<file path="config.mk">
export PLATFORM = sky130hd
export DESIGN_NAME = thermal_gov
export DESIGN_NICKNAME = d
export VERILOG_FILES = /design/src/rtl/thermal_gov_pkg.sv /design/src/rtl/thermal_cmp.sv /design/src/rtl/thermal_trend.sv /design/src/rtl/thermal_irq_pick.sv /design/src/rtl/thermal_fsm.sv /design/src/rtl/thermal_gov.sv
export SDC_FILE = /design/constraint.sdc
export NUM_CORES = 1
export LEC_CHECK = 0
export BUFFER_PORTS_ARGS = -buffer_cell sky130_fd_sc_hd__buf_2
export CORE_ASPECT_RATIO = 1.25
export CORE_MARGIN = 1
export CORE_UTILIZATION = 45
export DETAILED_ROUTE_END_ITERATION = 16
export HOLD_SLACK_MARGIN = 0.15
export PLACE_DENSITY = 0.74
export SLEW_MARGIN = 40
export SYNTH_ARGS = -nofsm -noshare
export SYNTH_HDL_FRONTEND = slang
export SYNTH_SLANG_ARGS = --single-unit
</file>
<file path="constraint.sdc">
create_clock -name clk_i -period 2.1 [get_ports clk_i]
set_clock_uncertainty 0.15 [all_clocks]
set_input_delay 0.315 -clock clk_i [delete_from_list [all_inputs] [get_ports clk_i]]
set_output_delay 0.315 -clock clk_i [all_outputs]
set_load 0.005 [all_outputs]
</file>
<file path="src/rtl/thermal_gov_pkg.sv">
package thermal_gov_pkg;
  typedef enum logic [2:0] {
    ST_INIT = 3'd0,
    ST_NORM = 3'd1,
    ST_THR  = 3'd2,
    ST_WARN = 3'd3,
    ST_TRIP = 3'd4,
    ST_COMP = 3'd5
  } tstate_e;

  localparam int unsigned IRQ_SRCS = 4;
  localparam logic [1:0] LIM_NONE = 2'd0;
  localparam logic [1:0] LIM_L1   = 2'd1;
  localparam logic [1:0] LIM_L2   = 2'd2;

  typedef struct packed {
    logic ge_trip;
    logic ge_emerg;
    logic ge_t2;
    logic ge_t1;
    logic le_t2;
    logic le_t1;
    logic le_mem;
    logic le_comp;
    logic ge_cstop;
  } cmp_t;

  function automatic tstate_e irq_target(input int unsigned idx);
    case (idx)
      0:       return ST_THR;
      1:       return ST_WARN;
      2:       return ST_TRIP;
      default: return ST_COMP;
    endcase
  endfunction
endpackage

</file>
<file path="src/rtl/thermal_cmp.sv">
module thermal_cmp
  import thermal_gov_pkg::*;
#(
  parameter int unsigned TW = 8
) (
  input  logic [TW-1:0] temp_i,
  input  logic [TW-1:0] t1_on_i,
  input  logic [TW-1:0] t1_off_i,
  input  logic [TW-1:0] t2_on_i,
  input  logic [TW-1:0] t2_off_i,
  input  logic [TW-1:0] trip_i,
  input  logic [TW-1:0] emerg_i,
  input  logic [TW-1:0] comp_on_i,
  input  logic [TW-1:0] comp_off_i,
  input  logic [TW-1:0] mem_off_i,
  output cmp_t          cmp_o
);
  always_comb begin
    cmp_o.ge_trip  = temp_i >= trip_i;
    cmp_o.ge_emerg = temp_i >= emerg_i;
    cmp_o.ge_t2    = temp_i >= t2_on_i;
    cmp_o.ge_t1    = temp_i >= t1_on_i;
    cmp_o.le_t2    = temp_i <= t2_off_i;
    cmp_o.le_t1    = temp_i <= t1_off_i;
    cmp_o.le_mem   = temp_i <= mem_off_i;
    cmp_o.le_comp  = temp_i <= comp_on_i;
    cmp_o.ge_cstop = temp_i >= comp_off_i;
  end
endmodule

</file>
<file path="src/rtl/thermal_trend.sv">
module thermal_trend #(
  parameter int unsigned TW = 8
) (
  input  logic          clk_i,
  input  logic          rst_ni,
  input  logic          upd_i,
  input  logic [TW-1:0] temp_i,
  output logic          rising_o,
  output logic          falling_o
);
  logic [TW-1:0] last_q;

  always_ff @(posedge clk_i or negedge rst_ni) begin
    if (!rst_ni)    last_q <= '0;
    else if (upd_i) last_q <= temp_i;
  end

  assign rising_o  = temp_i > last_q;
  assign falling_o = temp_i < last_q;
endmodule

</file>
<file path="src/rtl/thermal_irq_pick.sv">
module thermal_irq_pick
  import thermal_gov_pkg::*;
(
  input  logic                vld_i,
  input  logic [IRQ_SRCS-1:0] src_i,
  output logic                evt_o,
  output tstate_e             st_o
);
  // higher index wins: falling > rise2 > rise1 > rise0
  always_comb begin
    st_o = ST_INIT;
    for (int unsigned i = 0; i < IRQ_SRCS; i++)
      if (src_i[i]) st_o = irq_target(i);
  end
  assign evt_o = vld_i && (|src_i);
endmodule

</file>
<file path="src/rtl/thermal_fsm.sv">
module thermal_fsm
  import thermal_gov_pkg::*;
(
  input  logic       clk_i,
  input  logic       rst_ni,
  input  logic       smp_i,
  input  logic       irq_i,
  input  tstate_e    irq_st_i,
  input  cmp_t       cmp_i,
  input  logic       rising_i,
  input  logic       falling_i,
  output logic [2:0] state_o,
  output logic [1:0] perf_o,
  output logic       vlock_o,
  output logic       notify_o,
  output logic       shut_o,
  output logic       emerg_o,
  output logic       rearm_o
);
  tstate_e    st_q, st_n;
  logic [1:0] perf_q, perf_n;
  logic       vl_q, vl_n, em_q, em_n;
  logic       thr_q, thr_n, wrn_q, wrn_n, trp_q, trp_n;
  logic       nt_q, nt_n, sd_q, sd_n, rr_q, rr_n;

  always_comb begin
    st_n = st_q; perf_n = perf_q; vl_n = vl_q; em_n = em_q;
    thr_n = thr_q; wrn_n = wrn_q; trp_n = trp_q;
    nt_n = 1'b0; sd_n = 1'b0; rr_n = 1'b0;
    if (irq_i) begin
      st_n = irq_st_i;
    end else if (smp_i) begin
      if (cmp_i.ge_emerg && rising_i) em_n = 1'b1;
      case (st_q)
        ST_INIT: begin
          nt_n = 1'b1;
          if (cmp_i.ge_trip)      st_n = ST_TRIP;
          else if (cmp_i.le_comp) begin st_n = ST_COMP; vl_n = 1'b1; end
          else if (cmp_i.ge_t2)   st_n = ST_WARN;
          else if (cmp_i.ge_t1)   st_n = ST_THR;
          else if (cmp_i.le_t1)   st_n = ST_NORM;
        end
        ST_NORM: begin
          if (cmp_i.ge_t1)        st_n = ST_THR;
          else if (cmp_i.le_comp) begin st_n = ST_COMP; vl_n = 1'b1; end
          else if (cmp_i.le_t1 && cmp_i.le_mem) begin
            if (thr_q || wrn_q) begin
              perf_n = LIM_NONE; thr_n = 1'b0; wrn_n = 1'b0;
            end
            nt_n = 1'b1;
            rr_n = 1'b1;
          end
        end
        ST_THR: begin
          if (cmp_i.ge_t2)        st_n = ST_WARN;
          else if (cmp_i.le_comp) begin st_n = ST_COMP; vl_n = 1'b1; end
          else if (cmp_i.ge_t1 && !thr_q) begin
            wrn_n = 1'b0; perf_n = LIM_L1; thr_n = 1'b1; nt_n = 1'b1;
          end else if (cmp_i.le_t1 && falling_i) st_n = ST_NORM;
        end
        ST_WARN: begin
          if (cmp_i.ge_trip)      st_n = ST_TRIP;
          else if (cmp_i.le_comp) begin st_n = ST_COMP; vl_n = 1'b1; end
          else if (cmp_i.ge_t2 && !wrn_q) begin
            thr_n = 1'b0; perf_n = LIM_L2; wrn_n = 1'b1; nt_n = 1'b1;
          end else if (cmp_i.le_t2 && falling_i) st_n = ST_THR;
        end
        ST_TRIP: begin
          if (cmp_i.ge_trip && rising_i && !trp_q) begin
            nt_n = 1'b1; sd_n = 1'b1; trp_n = 1'b1;
          end else if (cmp_i.le_comp) begin st_n = ST_COMP; vl_n = 1'b1; end
          else if (cmp_i.le_t2 && falling_i) st_n = ST_WARN;
        end
        ST_COMP: begin
          if (cmp_i.le_comp) vl_n = 1'b1;
          else if (cmp_i.ge_cstop) begin vl_n = 1'b0; st_n = ST_NORM; end
          if (thr_q || wrn_q || trp_q) begin
            perf_n = LIM_NONE; thr_n = 1'b0; wrn_n = 1'b0; trp_n = 1'b0;
          end
        end
        default: begin
          if (cmp_i.ge_trip)      st_n = ST_TRIP;
          else if (cmp_i.le_comp) begin st_n = ST_COMP; vl_n = 1'b1; end
          else                    st_n = ST_WARN;
        end
      endcase
    end
  end

  always_ff @(posedge clk_i or negedge rst_ni) begin
    if (!rst_ni) begin
      st_q <= ST_INIT; perf_q <= LIM_NONE; vl_q <= 1'b0; em_q <= 1'b0;
      thr_q <= 1'b0; wrn_q <= 1'b0; trp_q <= 1'b0;
      nt_q <= 1'b0; sd_q <= 1'b0; rr_q <= 1'b0;
    end else begin
      st_q <= st_n; perf_q <= perf_n; vl_q <= vl_n; em_q <= em_n;
      thr_q <= thr_n; wrn_q <= wrn_n; trp_q <= trp_n;
      nt_q <= nt_n; sd_q <= sd_n; rr_q <= rr_n;
    end
  end

  assign state_o  = st_q;
  assign perf_o   = perf_q;
  assign vlock_o  = vl_q;
  assign notify_o = nt_q;
  assign shut_o   = sd_q;
  assign emerg_o  = em_q;
  assign rearm_o  = rr_q;
endmodule

</file>
<file path="src/rtl/thermal_gov.sv">
module thermal_gov
  import thermal_gov_pkg::*;
#(
  parameter int unsigned TW = 8
) (
  input  logic          clk_i,
  input  logic          rst_ni,
  input  logic          sample_vld_i,
  input  logic [TW-1:0] temp_i,
  input  logic [TW-1:0] thr_t1_on_i,
  input  logic [TW-1:0] thr_t1_off_i,
  input  logic [TW-1:0] thr_t2_on_i,
  input  logic [TW-1:0] thr_t2_off_i,
  input  logic [TW-1:0] thr_trip_i,
  input  logic [TW-1:0] thr_emerg_i,
  input  logic [TW-1:0] thr_comp_on_i,
  input  logic [TW-1:0] thr_comp_off_i,
  input  logic [TW-1:0] thr_mem_off_i,
  input  logic          irq_vld_i,
  input  logic [3:0]    irq_src_i,
  output logic [2:0]    state_o,
  output logic [1:0]    perf_limit_o,
  output logic          vlock_o,
  output logic          notify_o,
  output logic          shutdown_o,
  output logic          emergency_o,
  output logic          irq_rearm_o
);
  cmp_t    cmp;
  logic    rising, falling, irq_evt;
  tstate_e irq_st;

  thermal_cmp #(.TW(TW)) cmp_u (
    .temp_i(temp_i), .t1_on_i(thr_t1_on_i), .t1_off_i(thr_t1_off_i),
    .t2_on_i(thr_t2_on_i), .t2_off_i(thr_t2_off_i), .trip_i(thr_trip_i),
    .emerg_i(thr_emerg_i), .comp_on_i(thr_comp_on_i),
    .comp_off_i(thr_comp_off_i), .mem_off_i(thr_mem_off_i), .cmp_o(cmp)
  );

  thermal_irq_pick irq_u (
    .vld_i(irq_vld_i), .src_i(irq_src_i), .evt_o(irq_evt), .st_o(irq_st)
  );

  thermal_trend #(.TW(TW)) trend_u (
    .clk_i(clk_i), .rst_ni(rst_ni), .upd_i(sample_vld_i || irq_evt),
    .temp_i(temp_i), .rising_o(rising), .falling_o(falling)
  );

  thermal_fsm fsm_u (
    .clk_i(clk_i), .rst_ni(rst_ni), .smp_i(sample_vld_i), .irq_i(irq_evt),
    .irq_st_i(irq_st), .cmp_i(cmp), .rising_i(rising), .falling_i(falling),
    .state_o(state_o), .perf_o(perf_limit_o), .vlock_o(vlock_o),
    .notify_o(notify_o), .shut_o(shutdown_o), .emerg_o(emergency_o),
    .rearm_o(irq_rearm_o)
  );
endmodule

</file>
==> Implementation_results.wiki, run 1 <==
{| class="wikitable"
! Metric !! Value
|-
| Outcome || finished, violations left
|-
| Violations in the final reports || design-rule violations, negative setup slack
|-
| Post-route minimum period || about 2.4 ns
|-
| Power density cells || 553 nW/um^2
|-
| Clk buf depth || 2
|-
| Area of the core region || 6930 sq um
|-
| Relative slew slack || 0.661
|-
| Root cell of the clock tree || sky130_fd_sc_hd__clkbuf_8
|-
| Internal power || about 1.6 mW
|-
| Number of enable-type register cells in the synthesized netlist || 0
|-
| Part of the total power dissipated in combinational logic || 0.662
|-
| Largest cells by area after synthesis || sky130_fd_sc_hd__ha_1, sky130_fd_sc_hd__dfrtp_1, sky130_fd_sc_hd__inv_1
|-
| TritonCTS clock tree || yes
|-
| Async set or reset register ratio after synthesis || 1.00
|-
| Count of buffers from port buffering || 97
|-
| Detailed-route DRC error count || 1
|-
| Placed cell count || approximately 630
|-
| Number of vias per cell || approximately 5.6
|-
| CTS H-tree depth || 1
|-
| Global-route wire length before repair || approximately 18000 um
|-
| Max_cap viols || 0
|-
| Endpoint type of the worst setup path || register
|-
| Main flop type after synthesis || sky130_fd_sc_hd__dfrtp_1
|-
| CTS Buf Count || 3
|-
| Area fraction of the dominant cell type after synthesis || 0.311
|-
| Final HPWL from detailed placement || 8250 um
|-
| Fillers || 454
|-
| CP Launch Type || input port
|-
| Crit Path Category || input port to register
|-
| Count of yosys warnings during synthesis || 0
|-
| Top-level port count || 98
|-
| Share of power burned in the clock network || 0.144
|-
| Sequential share of power || 0.194
|-
| Max-slew violation count || 0
|-
| RSZ-0062 raised after global routing || yes
|-
| Area of the die || about 7500 sq um
|-
| Required time at the worst-slack endpoint || 2.13 ns
|-
| Post-synthesis sequential area ratio || 0.156
|-
| Worst path setup slack after routing || -0.281 ns
|-
| Max Fclk || 0.420 GHz
|-
| Worst EP arrival || 2.41 ns
|-
| Final Net Count || 725
|-
| Number of global-route vias before repair || 3905
|-
| Path category of the worst min-delay check || input port to register
|-
| Effective utilization at floorplan || 0.464
|-
| Pre-antenna DRT Iters || 10
|-
| Area grow syn2layout || 58.9%
|-
| Sw Ratio || 0.423
|-
| Final hold violations || 0
|-
| Number of register bits inferred by synthesis || 20
|-
| Most area-hungry cell type in the Yosys netlist || sky130_fd_sc_hd__ha_1
|-
| Via count || 3636
|-
| Share of final-layout standard cells stronger than drive strength 1 || 0.480
|-
| Post-layout total power || 2.83 mW
|-
| Final number of setup-violating endpoints || 10
|-
| Ant. Diodes || 0
|-
| Chip Width || a little under 80 um
|-
| Total track usage || 0.309
|-
| Transition time at the pin with the least slew margin || 0.508 ns
|-
| Weighted congestion reported at the end of routability-driven placement || 0.895
|-
| Synth unique cells || 58
|-
| Pin count of the biggest net entering global routing || 21
|-
| Leak || 2.60 nW
|-
| Wire length per cell after detailed routing || 17.7 um
|-
| Clk sinks || 20
|-
| Die boundary height || 96.5 um
|-
| Total wirelength of the detailed-routed design || 11500 um
|-
| Max FO, Critical Path || 7
|-
| Setup Total Neg Slack || -2.01 ns
|-
| Power dissipated by switching net loads || 1.20 mW
|-
| Post-Syn Instances || 393
|-
| Worst skew pair latency || roughly 0.26 ns
|-
| Synthesized area divided by synthesized cell count || 8.19 sq um
|-
| Post-layout instance count excluding filler cells || around 650
|-
| Syn Nets || 561
|-
| Total congestion overflow || 0
|-
| Clock transition at the register clock pins on the worst setup and hold paths after CTS || 0.09 ns
|-
| IR drop worst, VDD || ~0.43 mV
|-
| Worst reg2reg setup slack || -0.21 ns
|-
| Final worst path period share || 1.13
|-
| Number of design-rule violations left by the first detailed-router iteration || 137
|-
| Row count || 34
|-
| Post-Synthesis Cell Area || 3220 sq um
|-
| Number of antenna violations at the first check in global routing || 0
|-
| Number of nets with antenna violations after detailed routing || 0
|-
| Setup WS pre-CTS || -0.699 ns
|}
==> worst max-delay path: stages <==
cell and delay (ns):
sky130_fd_sc_hd__buf_6 0.07, sky130_fd_sc_hd__clkinvlp_4 0.08, sky130_fd_sc_hd__buf_12 0.15, sky130_fd_sc_hd__ha_4 0.25, sky130_fd_sc_hd__nand4_1 0.12, sky130_fd_sc_hd__nor2_2 0.18
sky130_fd_sc_hd__a211oi_2 0.07, sky130_fd_sc_hd__or2_4 0.28, sky130_fd_sc_hd__buf_6 0.12, sky130_fd_sc_hd__a31o_1 0.24, sky130_fd_sc_hd__a21oi_4 0.17, sky130_fd_sc_hd__o2111ai_1 0.14
sky130_fd_sc_hd__o221ai_1 0.22
==> logic make-up (layout without fill, tap and decap cells) <==
family,count (synthesis),after routing,share of synthesized area
AOI/OAI and AO/OA,107,107,0.239
xor gates and xnor gates,1,1,0.00272
adders and majority gates,80,80,0.311
buffers and inverters,80,243,0.100
DFF,20,20,0.156
muxes,12,12,0.0412
and+or+nand+nor,93,93,0.150
==> sequential cells by signal, indices dropped and copies added (netlist names) <==
register        flops
fsm_u.emerg_o       1
fsm_u.notify_o      1
fsm_u.perf_o        1
fsm_u.rearm_o       1
fsm_u.shut_o        1
fsm_u.state_o       3
fsm_u.thr_q         1
fsm_u.trp_q         1
fsm_u.vlock_o       1
fsm_u.wrn_q         1
trend_u.last_q      8
==> stage by stage <==
step	utilization	hold WS (ns)	area [sq um]
6_report	0.737	0.267	5110
5_1_grt	0.737	0.286	5110
4_1_cts	0.716	0.260	4970
3_5_place_dp	0.607	0.151	4210
3_3_place_gp	0.607	0.141	4210
2_1_floorplan	-	-0.131	3250
==> metal layers <==
metal  GRT usage  wire length (um)
met5           0                 0
met4       0.222               766
met3      0.0338               434
met2       0.606              6010
met1       0.303              4250
==> repair_timing <==
item / in CTS / in global routing
setup buffers: 14 / 2
gates resized for setup: 90 / 26
endpoints found under the hold margin: 20 / 0
setup endpoints to repair: 10 / 12
hold buffers: 1 / 0
cloned: 1 / 0
pin swaps: 33 / 24
==> cell type report <==
cell class | instances | area [sq um] | share of cell area
clock buffers | 3 | 41.3 | 0.00807
clock inverters | 1 | 30.0 | 0.00587
inverters | 75 | 285 | 0.0558
multi-input cells | 293 | 3010 | 0.589
flip-flops and latches | 20 | 500 | 0.0979
well taps | 90 | 113 | 0.0220
repair buffers | 164 | 1130 | 0.222
==> cell usage after synthesis (all sizes together), types with 5 or more instances <==
| cell | instances |
|---|---|
| a21oi | 29 |
| nand3 | 9 |
| inv | 75 |
| ha | 80 |
| a211oi | 11 |
| nor2b | 9 |
| mux2 | 10 |
| buf | 5 |
| nand4 | 11 |
| o211ai | 6 |
| nand2 | 19 |
| dfrtp | 20 |
| nor2 | 22 |
| o21ai | 21 |
| a21o | 11 |
==> path summary, 6_finish.rpt <==
kind	startpoint	endpoint	cells past startpoint
worst max-delay path	temp_i[0]	fsm_u.state_o[0]	13
worst min-delay path	irq_src_i[3]	fsm_u.state_o[0]	3
worst max register to register	trend_u.last_q[6]	fsm_u.state_o[0]	10
worst min register to register	fsm_u.vlock_o	fsm_u.vlock_o	2
max in group asynchronous	rst_ni	trend_u.last_q[6]	2
min in group asynchronous	rst_ni	fsm_u.state_o[2]	2
==> cell usage in the layout, fill, tap and decap left out, types with 6 or more instances in the layout <==
cell type / Yosys / layout
sky130_fd_sc_hd__o21ai_2: 2 / 6
sky130_fd_sc_hd__dfrtp_1: 20 / 20
sky130_fd_sc_hd__o21ai_0: 13 / 8
sky130_fd_sc_hd__a21oi_1: 26 / 18
sky130_fd_sc_hd__inv_1: 74 / 72
sky130_fd_sc_hd__buf_2: 0 / 89
sky130_fd_sc_hd__a21o_1: 11 / 11
sky130_fd_sc_hd__ha_4: 0 / 23
sky130_fd_sc_hd__ha_1: 80 / 54
sky130_fd_sc_hd__nor2_2: 0 / 6
sky130_fd_sc_hd__o21ai_1: 6 / 6
sky130_fd_sc_hd__nand2_1: 19 / 17
sky130_fd_sc_hd__a21oi_2: 2 / 7
sky130_fd_sc_hd__buf_6: 1 / 14
sky130_fd_sc_hd__buf_4: 4 / 55
sky130_fd_sc_hd__mux2_2: 7 / 7
sky130_fd_sc_hd__nand3_1: 9 / 6
sky130_fd_sc_hd__nor2_1: 22 / 16
sky130_fd_sc_hd__nand4_1: 11 / 11
==> power by group through the flow <==
stage | Clock [mW] | Sequential, mW | Combinational [mW]
floorplan | 0 | 0.536 | 0.855
global placement | 0 | 0.546 | 1.44
detailed placement | 0 | 0.548 | 1.45
CTS | 0.401 | 0.544 | 1.71
global route | 0.417 | 0.556 | 2.02
finish | 0.407 | 0.548 | 1.87
No activity file was read; power rests on OpenSTA's default activity.
==> inputs of run 2 (changes only) <==
Settings changed: BUFFER_PORTS_ARGS -buffer_cell sky130_fd_sc_hd__buf_2 to unset, DONT_BUFFER_PORTS set to 1, PLACE_DENSITY 0.74 to unset, SYNTH_HIERARCHICAL set to 1.
==> Implementation_results.wiki, run 2 <==
{| class="wikitable"
! Metric !! Value
|-
| Ant. Diodes || 0 (unchanged)
|-
| Synth Area in Compound Gates || 0.240 (was 0.239)
|-
| Area of the die || 7520 sq um (was 7500 sq um)
|-
| CTS Buf Count || 3 (unchanged)
|-
| Top cell types by occurrence after synthesis || sky130_fd_sc_hd__ha_1, sky130_fd_sc_hd__inv_1, sky130_fd_sc_hd__a21oi_1, sky130_fd_sc_hd__dfrtp_1 (was sky130_fd_sc_hd__ha_1, sky130_fd_sc_hd__inv_1, sky130_fd_sc_hd__a21oi_1, sky130_fd_sc_hd__nor2_1, sky130_fd_sc_hd__dfrtp_1)
|-
| Total congestion overflow || 0 (unchanged)
|-
| Final worst path period share || 1.30 (was 1.13)
|-
| Detailed-route DRC error count || 0 (was 1)
|-
| Max Fclk || 0.366 GHz (was 0.420 GHz)
|-
| Final number of setup-violating endpoints || 9 (was 10)
|-
| Setup Total Neg Slack || -4.49 ns (was -2.01 ns)
|-
| Flip-flop count of the largest register after layout || 8 (unchanged)
|-
| CTS H-tree depth || 1 (unchanged)
|-
| Wire length per cell after detailed routing || 17.2 um (was 17.7 um)
|-
| Post-synthesis sequential area ratio || 0.155 (was 0.156)
|-
| Area of the core region || 6930 sq um (unchanged)
|-
| Share of final-layout standard cells stronger than drive strength 1 || 0.229 (was 0.480)
|-
| CP Launch Type || input port (unchanged)
|-
| Adder and majority gate portion of the synthesized area || 0.310 (was 0.311)
|-
| Worst skew pair latency || 0.26 ns (about the same)
|-
| IR drop worst, VDD || 0.606 mV (was 0.427 mV)
|-
| Number of register bits inferred by synthesis || 20 (unchanged)
|-
| TritonCTS clock tree || yes (unchanged)
|-
| Power density cells || 621 nW/um^2 (was 553 nW/um^2)
|-
| Count of buffers from port buffering || 0 (was 97)
|-
| Violations in the final reports || negative setup slack (was design-rule violations, negative setup slack)
|-
| Clk buf depth || 2 (unchanged)
|-
| Largest cells by area after synthesis || sky130_fd_sc_hd__ha_1, sky130_fd_sc_hd__dfrtp_1, sky130_fd_sc_hd__inv_1 (unchanged)
|-
| Worst EP arrival || 2.74 ns (was 2.41 ns)
|-
| RSZ-0062 raised after global routing || yes (unchanged)
|-
| CP Capture Point || fsm_u/perf_o[0] (was fsm_u.state_o[0])
|-
| Most frequent cells in the layout || sky130_fd_sc_hd__ha_1, sky130_fd_sc_hd__inv_1, sky130_fd_sc_hd__buf_4 (was sky130_fd_sc_hd__buf_2, sky130_fd_sc_hd__inv_1, sky130_fd_sc_hd__buf_4)
|-
| Number of antenna violations at the first check in global routing || 0 (unchanged)
|-
| Effective utilization at floorplan || 0.466 (was 0.464)
|-
| Main combinational cell family by area after synthesis || adder cells (unchanged)
|-
| Number of nets with antenna violations after detailed routing || 0 (unchanged)
|-
| Max-slew violation count || 0 (unchanged)
|-
| Final HPWL from detailed placement || 6940 um (was 8250 um)
|-
| Final Net Count || 610 (was 725)
|-
| Global-route wire length before repair || 14300 um (was 18000 um)
|-
| Clock transition at the register clock pins on the worst setup and hold paths after CTS || 0.08 ns (was 0.09 ns)
|-
| Worst setup path startpoint || temp_i[0] (unchanged)
|-
| Clk sinks || 20 (unchanged)
|-
| Most area-hungry cell type in the Yosys netlist || sky130_fd_sc_hd__ha_1 (unchanged)
|-
| Max_cap viols || 0 (unchanged)
|-
| Outcome || finished, violations left (unchanged)
|-
| Transition time at the pin with the least slew margin || 0.469 ns (was 0.508 ns)
|-
| Total met3 wirelength after detailed routing || 410 um (was 434 um)
|-
| Number of design-rule violations left by the first detailed-router iteration || 68 (was 137)
|-
| Weighted congestion reported at the end of routability-driven placement || 0.867 (was 0.895)
|-
| Length in cells of the worst reg-to-reg path || 10 (unchanged)
|-
| Post-route met1 wirelength || 3870 um (was 4250 um)
|-
| Top-level port count || 98 (unchanged)
|-
| Synth unique cells || 55 (was 58)
|-
| Pin count of the biggest net entering global routing || 21 (unchanged)
|-
| Simple-gate portion of the synthesized area || 0.167 (was 0.150)
|-
| Post-Syn Instances || 392 (was 393)
|-
| Count of yosys warnings during synthesis || 6 (was 0)
|-
| Required time at the worst-slack endpoint || 2.10 ns (was 2.13 ns)
|-
| WL met2 || 4750 um (was 6010 um)
|-
| Start of the worst register-to-register path || trend_u/last_q[1] (was trend_u.last_q[6])
|-
| Most flop-heavy register || trend_u/last_q (was trend_u.last_q)
|-
| Number of vias per cell || 5.74 (was 5.63)
|-
| Final hold violations || 0 (unchanged)
|-
| Post-layout total power || 2.53 mW (was 2.83 mW)
|-
| Path category of the worst min-delay check || input port to register (unchanged)
|-
| Total wirelength of the detailed-routed design || 9110 um (was 11500 um)
|-
| Synthesized area divided by synthesized cell count || 8.24 sq um (was 8.19 sq um)
|-
| Worst reg2reg setup slack || -0.37 ns (was -0.21 ns)
|-
| Count leader, synth || sky130_fd_sc_hd__ha_1 (unchanged)
|-
| Post-synthesis share of cell area spent on xor and xnor gates || 0.00271 (was 0.00272)
|-
| Total track usage || 0.241 (was 0.309)
|-
| Via count || 3047 (was 3636)
|-
| Root cell of the clock tree || sky130_fd_sc_hd__clkbuf_8 (unchanged)
|-
| Area grow syn2layout || 26.1% (was 58.9%)
|-
| Post-route minimum period || 2.73 ns (was 2.38 ns)
|-
| Chip Width || 77.8 um (was 77.6 um)
|-
| Syn Nets || 560 (was 561)
|-
| Area fraction of the dominant cell type after synthesis || 0.310 (was 0.311)
|-
| Endpoint type of the worst setup path || register (unchanged)
|-
| Max FO, Critical Path || 7 (unchanged)
|-
| Fillers || 656 (was 454)
|-
| Number of global-route vias before repair || 2971 (was 3905)
|-
| Pre-antenna DRT Iters || 4 (was 10)
|-
| Die boundary height || 96.7 um (was 96.5 um)
|-
| FF-to-FF End || fsm_u/state_o[0] (was fsm_u.state_o[0])
|-
| Uppermost metal layer occupied by signal nets || met4 (unchanged)
|-
| Multiplexer share of the synthesized area || 0.0240 (was 0.0412)
|-
| Crit Path Category || input port to register (unchanged)
|-
| Async set or reset register ratio after synthesis || 1.00 (unchanged)
|-
| Relative slew slack || 0.686 (was 0.661)
|-
| Worst path setup slack after routing || -0.635 ns (was -0.281 ns)
|-
| Post-Synthesis Cell Area || 3230 sq um (was 3220 sq um)
|-
| Most common cell after layout, fill and taps aside || sky130_fd_sc_hd__ha_1 (was sky130_fd_sc_hd__buf_2)
|-
| Number of enable-type register cells in the synthesized netlist || 0 (unchanged)
|-
| Row count || 34 (unchanged)
|-
| Leak || 2.15 nW (was 2.60 nW)
|-
| Main flop type after synthesis || sky130_fd_sc_hd__dfrtp_1 (unchanged)
|}
[run 2: changes by cell type after synthesis, moves of 4 or more]
cell,before,now
sky130_fd_sc_hd__mux2_2,7,1
sky130_fd_sc_hd__clkbuf_1,0,6
sky130_fd_sc_hd__nand2b_4,0,5
sky130_fd_sc_hd__nand3_1,9,3
sky130_fd_sc_hd__o211ai_1,4,9
sky130_fd_sc_hd__a41o_1,0,5
sky130_fd_sc_hd__a211oi_1,8,3
sky130_fd_sc_hd__o21ai_0,13,17
sky130_fd_sc_hd__a211oi_2,2,6
sky130_fd_sc_hd__nor2_1,22,10
[run 2: logic make-up (layout without fill, tap and decap cells)]
logic type	count (synthesis)	count (layout)
flip-flops	20	20
AO/OA/AOI/OAI	113	113
buffers and inverters	86	135
multiplexers	7	7
AND/OR/NAND/NOR	85	85
adder cells (fa/ha/maj)	80	80
XOR/XNOR	1	1
[run 2: where the power goes]
part	total [mW]	switching (mW)	internal (mW)
Sequential	0.612	0.137	0.475
Combinational	1.53	0.742	0.786
Clock	0.388	0.134	0.254
Total	2.53	1.01	1.52
[run 2: per-stage QoR]
| stage | util | area, sq um | cells | setup slack (ns) | hold WS (ns) |
|---|---|---|---|---|---|
| after detailed placement | 0.526 | 3650 | 512 | -1.02 | -0.130 |
| after CTS | 0.577 | 4000 | 528 | -0.647 | 0.0679 |
| after global routing | 0.588 | 4080 | 531 | -0.739 | 0.245 |
| after global placement | 0.526 | 3650 | 512 | -0.955 | -0.130 |
| after floorplan | - | 3280 | 392 | -0.846 | -0.131 |
| final | 0.588 | 4080 | 531 | -0.635 | 0.215 |
[run 2: worst max-delay path, stage by stage]
cell and delay, ns:
sky130_fd_sc_hd__clkinvlp_4 0.07, sky130_fd_sc_hd__buf_12 0.15, sky130_fd_sc_hd__ha_4 0.20, sky130_fd_sc_hd__nand2b_4 0.13, sky130_fd_sc_hd__a211oi_2 0.16, sky130_fd_sc_hd__o21ai_1 0.09
sky130_fd_sc_hd__a41o_1 0.20, sky130_fd_sc_hd__nand4bb_1 0.21, sky130_fd_sc_hd__o311a_1 0.15, sky130_fd_sc_hd__or4_4 0.43, sky130_fd_sc_hd__a211oi_4 0.31, sky130_fd_sc_hd__mux2_4 0.33
[run 2: worst min path at each step]
stage | depth (start not counted) | start | end | slack [ns]
global route | 3 | irq_src_i[2] | fsm_u/state_o[2] | 0.25
detailed placement | 0 | rst_ni | fsm_u/rearm_o | -0.13
floorplan | 0 | rst_ni | fsm_u/emerg_o | -0.13
finish | 3 | irq_src_i[2] | fsm_u/state_o[2] | 0.22
global placement | 0 | rst_ni | fsm_u/rearm_o | -0.13
CTS | 1 | temp_i[0] | trend_u/last_q[0] | 0.07
[run 2: layout make-up]
cell class              count  area (sq um)  area share
well taps                  90           113      0.0276
multi-input cells         286          2630       0.644
flip-flops and latches     20           500       0.123
clock buffers               3          41.3      0.0101
repair buffers             55           475       0.117
clock inverters             1          30.0     0.00737
inverters                  76           289      0.0709
[run 2: per-layer routing]
layer  vias up  global-route usage
met5         -                   0
met4         0              0.0247
met3         8              0.0349
met2        88               0.447
met1      1450               0.298
li1       1501                   -
[run 2: timing repair]
| action | 4_1_cts | 5_1_grt |
|---|---|---|
| cloned | 0 | 0 |
| resized for setup | 31 | 11 |
| setup buffers | 6 | 2 |
| hold endpoints to repair | 28 | 21 |
| hold buffers | 8 | 2 |
| setup endpoints to repair | 9 | 9 |
| pin swaps | 19 | 10 |
==> inputs of run 3 (changes only) <==
Settings changed: CELL_PAD_IN_SITES_DETAIL_PLACEMENT set to 1, CELL_PAD_IN_SITES_GLOBAL_PLACEMENT set to 2, CORE_ASPECT_RATIO 1.25 to unset, CORE_UTILIZATION 45 to 34, PLACE_DENSITY_LB_ADDON set to 0.1.
==> Implementation_results.wiki, run 3 (synthesis results as in run 2) <==
{| class="wikitable"
! Metric !! Value
|-
| Area of the core region || 9240 sq um (was 6930 sq um)
|-
| CTS Buf Count || 3 (unchanged)
|-
| Relative slew slack || 0.600 (was 0.686)
|-
| Total track usage || 0.214 (was 0.241)
|-
| Number of nets with antenna violations after detailed routing || 0 (unchanged)
|-
| Max_cap viols || 0 (unchanged)
|-
| Outcome || finished, violations left (unchanged)
|-
| Setup WS pre-CTS || -1.08 ns (was -1.02 ns)
|-
| Count of buffers from port buffering || 0 (unchanged)
|-
| Reg area || 500 sq um (unchanged)
|-
| Clk buf depth || 2 (unchanged)
|-
| Share of final-layout standard cells stronger than drive strength 1 || 0.261 (was 0.229)
|-
| RSZ-0062 raised after global routing || yes (unchanged)
|-
| Max-slew violation count || 0 (unchanged)
|-
| IR drop worst, VDD || 0.534 mV (was 0.606 mV)
|-
| Most frequent cells in the layout || sky130_fd_sc_hd__inv_1, sky130_fd_sc_hd__ha_1, sky130_fd_sc_hd__buf_4 (was sky130_fd_sc_hd__ha_1, sky130_fd_sc_hd__inv_1, sky130_fd_sc_hd__buf_4)
|-
| Violations in the final reports || negative setup slack (unchanged)
|-
| Crit Path Category || input port to register (unchanged)
|-
| Row count || 35 (was 34)
|-
| Max Fclk || 0.359 GHz (was 0.366 GHz)
|-
| Pre-antenna DRT Iters || 4 (unchanged)
|-
| Worst skew pair latency || 0.26 ns (about the same)
|-
| Post-route minimum period || 2.79 ns (was 2.73 ns)
|-
| Ant. Diodes || 0 (unchanged)
|-
| Final hold violations || 0 (unchanged)
|-
| Number of design-rule violations left by the first detailed-router iteration || 90 (was 68)
|-
| Top-level port count || 98 (unchanged)
|-
| Required time at the worst-slack endpoint || 2.09 ns (was 2.10 ns)
|-
| Final Net Count || 622 (was 610)
|-
| Global-route wire length before repair || 16500 um (was 14300 um)
|-
| TritonCTS clock tree || yes (unchanged)
|-
| Placed cell area || 3760 sq um (was 3650 sq um)
|-
| Placed cell count || 557 (was 512)
|-
| Effective utilization at floorplan || 0.350 (was 0.466)
|-
| Clk sinks || 20 (unchanged)
|-
| Multi-input logic area || 2710 sq um (was 2630 sq um)
|-
| Post-layout instance count excluding filler cells || 581 (was 531)
|-
| Total wirelength of the detailed-routed design || 10900 um (was 9110 um)
|-
| Total congestion overflow || 0 (unchanged)
|-
| CP Launch Type || input port (unchanged)
|-
| Final standard cell area without fillers || 4270 sq um (was 4080 sq um)
|-
| Flip-flop count of the largest register after layout || 8 (unchanged)
|-
| CTS H-tree depth || 1 (unchanged)
|-
| Wire length per cell after detailed routing || 18.7 um (was 17.2 um)
|-
| Leak || 2.20 nW (was 2.15 nW)
|-
| Chip Width || 99.5 um (was 77.8 um)
|-
| Root cell of the clock tree || sky130_fd_sc_hd__clkbuf_8 (unchanged)
|-
| Pin count of the biggest net entering global routing || 21 (unchanged)
|-
| Via count || 3114 (was 3047)
|-
| Area grow syn2layout || 32.3% (was 26.1%)
|-
| Final worst path period share || 1.33 (was 1.30)
|-
| Number of global-route vias before repair || 3214 (was 2971)
|-
| Clock transition at the register clock pins on the worst setup and hold paths after CTS || 0.07 ns (was 0.08 ns)
|-
| Max FO, Critical Path || 7 (unchanged)
|-
| Path category of the worst min-delay check || input port to register (unchanged)
|-
| Endpoint type of the worst setup path || register (unchanged)
|-
| Post-layout total power || 2.53 mW (about the same)
|-
| Detailed-route DRC error count || 0 (unchanged)
|-
| Worst EP arrival || 2.78 ns (was 2.74 ns)
|-
| Transition time at the pin with the least slew margin || 0.598 ns (was 0.469 ns)
|-
| Weighted congestion reported at the end of routability-driven placement || 0.843 (was 0.867)
|-
| Setup Total Neg Slack || -4.24 ns (was -4.49 ns)
|-
| Most flop-heavy register || trend_u/last_q (unchanged)
|-
| Worst path setup slack after routing || -0.687 ns (was -0.635 ns)
|-
| Fillers || 1096 (was 656)
|-
| Power density cells || 592 nW/um^2 (was 621 nW/um^2)
|-
| Area of the die || 9900 sq um (was 7520 sq um)
|-
| Number of antenna violations at the first check in global routing || 0 (unchanged)
|-
| Number of vias per cell || 5.36 (was 5.74)
|-
| Final HPWL from detailed placement || 7950 um (was 6940 um)
|-
| Final number of setup-violating endpoints || 9 (unchanged)
|-
| Die boundary height || 99.5 um (was 96.7 um)
|}
==> run 3: changes by cell type in the layout (fill, tap and decap cells not counted), moves of 2 or more <==
cell                    change
sky130_fd_sc_hd__ha_4       +2
sky130_fd_sc_hd__ha_1       -2
sky130_fd_sc_hd__buf_4     +10
sky130_fd_sc_hd__buf_6      +2
==> run 3: path summary, 6_finish.rpt <==
path	from	to	slack (ns)	cells after the start
max in group asynchronous	rst_ni	fsm_u/perf_o[0]	1.08	2
worst max-delay path	temp_i[0]	fsm_u/perf_o[0]	-0.69	12
worst min register to register	trend_u/last_q[0]	trend_u/last_q[0]	0.37	1
worst min-delay path	sample_vld_i	fsm_u/trp_q	0.28	3
worst max register to register	trend_u/last_q[1]	fsm_u/state_o[0]	-0.27	11
min in group asynchronous	rst_ni	trend_u/last_q[4]	0.39	2
==> run 3: per-layer routing <==
metal	up-vias	track usage	share of wire
met5	-	0	0
met1	1519	0.287	0.46
met2	67	0.376	0.49
li1	1524	-	-
met4	0	0.0136	0.0052
met3	4	0.0351	0.048
==> run 3: worst max-delay path: stages <==
cell and delay, ns:
sky130_fd_sc_hd__clkinvlp_4 0.07, sky130_fd_sc_hd__buf_12 0.15, sky130_fd_sc_hd__ha_4 0.23, sky130_fd_sc_hd__nand2b_4 0.13
sky130_fd_sc_hd__a211oi_2 0.17, sky130_fd_sc_hd__o21ai_1 0.08, sky130_fd_sc_hd__a41o_1 0.20, sky130_fd_sc_hd__nand4bb_1 0.20
sky130_fd_sc_hd__o311a_1 0.15, sky130_fd_sc_hd__or4_4 0.43, sky130_fd_sc_hd__a211oi_4 0.31, sky130_fd_sc_hd__mux2_4 0.33
==> run 3: metrics by stage <==
stage	utilization	hold slack (ns)
2_1_floorplan	-	-0.131
3_3_place_gp	0.407	-0.130
3_5_place_dp	0.407	-0.130
4_1_cts	0.447	0.279
5_1_grt	0.463	0.289
6_report	0.463	0.278
==> run 3: power breakdown <==
part	leakage (nW)	switching [mW]	internal (mW)	total (mW)
clock network	0.0216	0.120	0.128	0.248
registers	0.245	0.128	0.476	0.604
logic	1.94	0.820	0.859	1.68
total	2.20	1.07	1.46	2.53
==> run 3: final cells by class <==
class	count	area share
Inverter	76	0.0676
Sequential cell	20	0.117
Clock buffer	3	0.00966
Multi-Input combinational cell	286	0.634
Tap cell	129	0.0378
Timing Repair Buffer	67	0.134
==> run 3: timing repair <==
action	in CTS	in global routing
pin swaps	15	20
buffers inserted	10	6
endpoints found under the hold margin	28	20
endpoints found under the setup margin	9	10
gates resized for setup	30	27
hold buffers	9	1
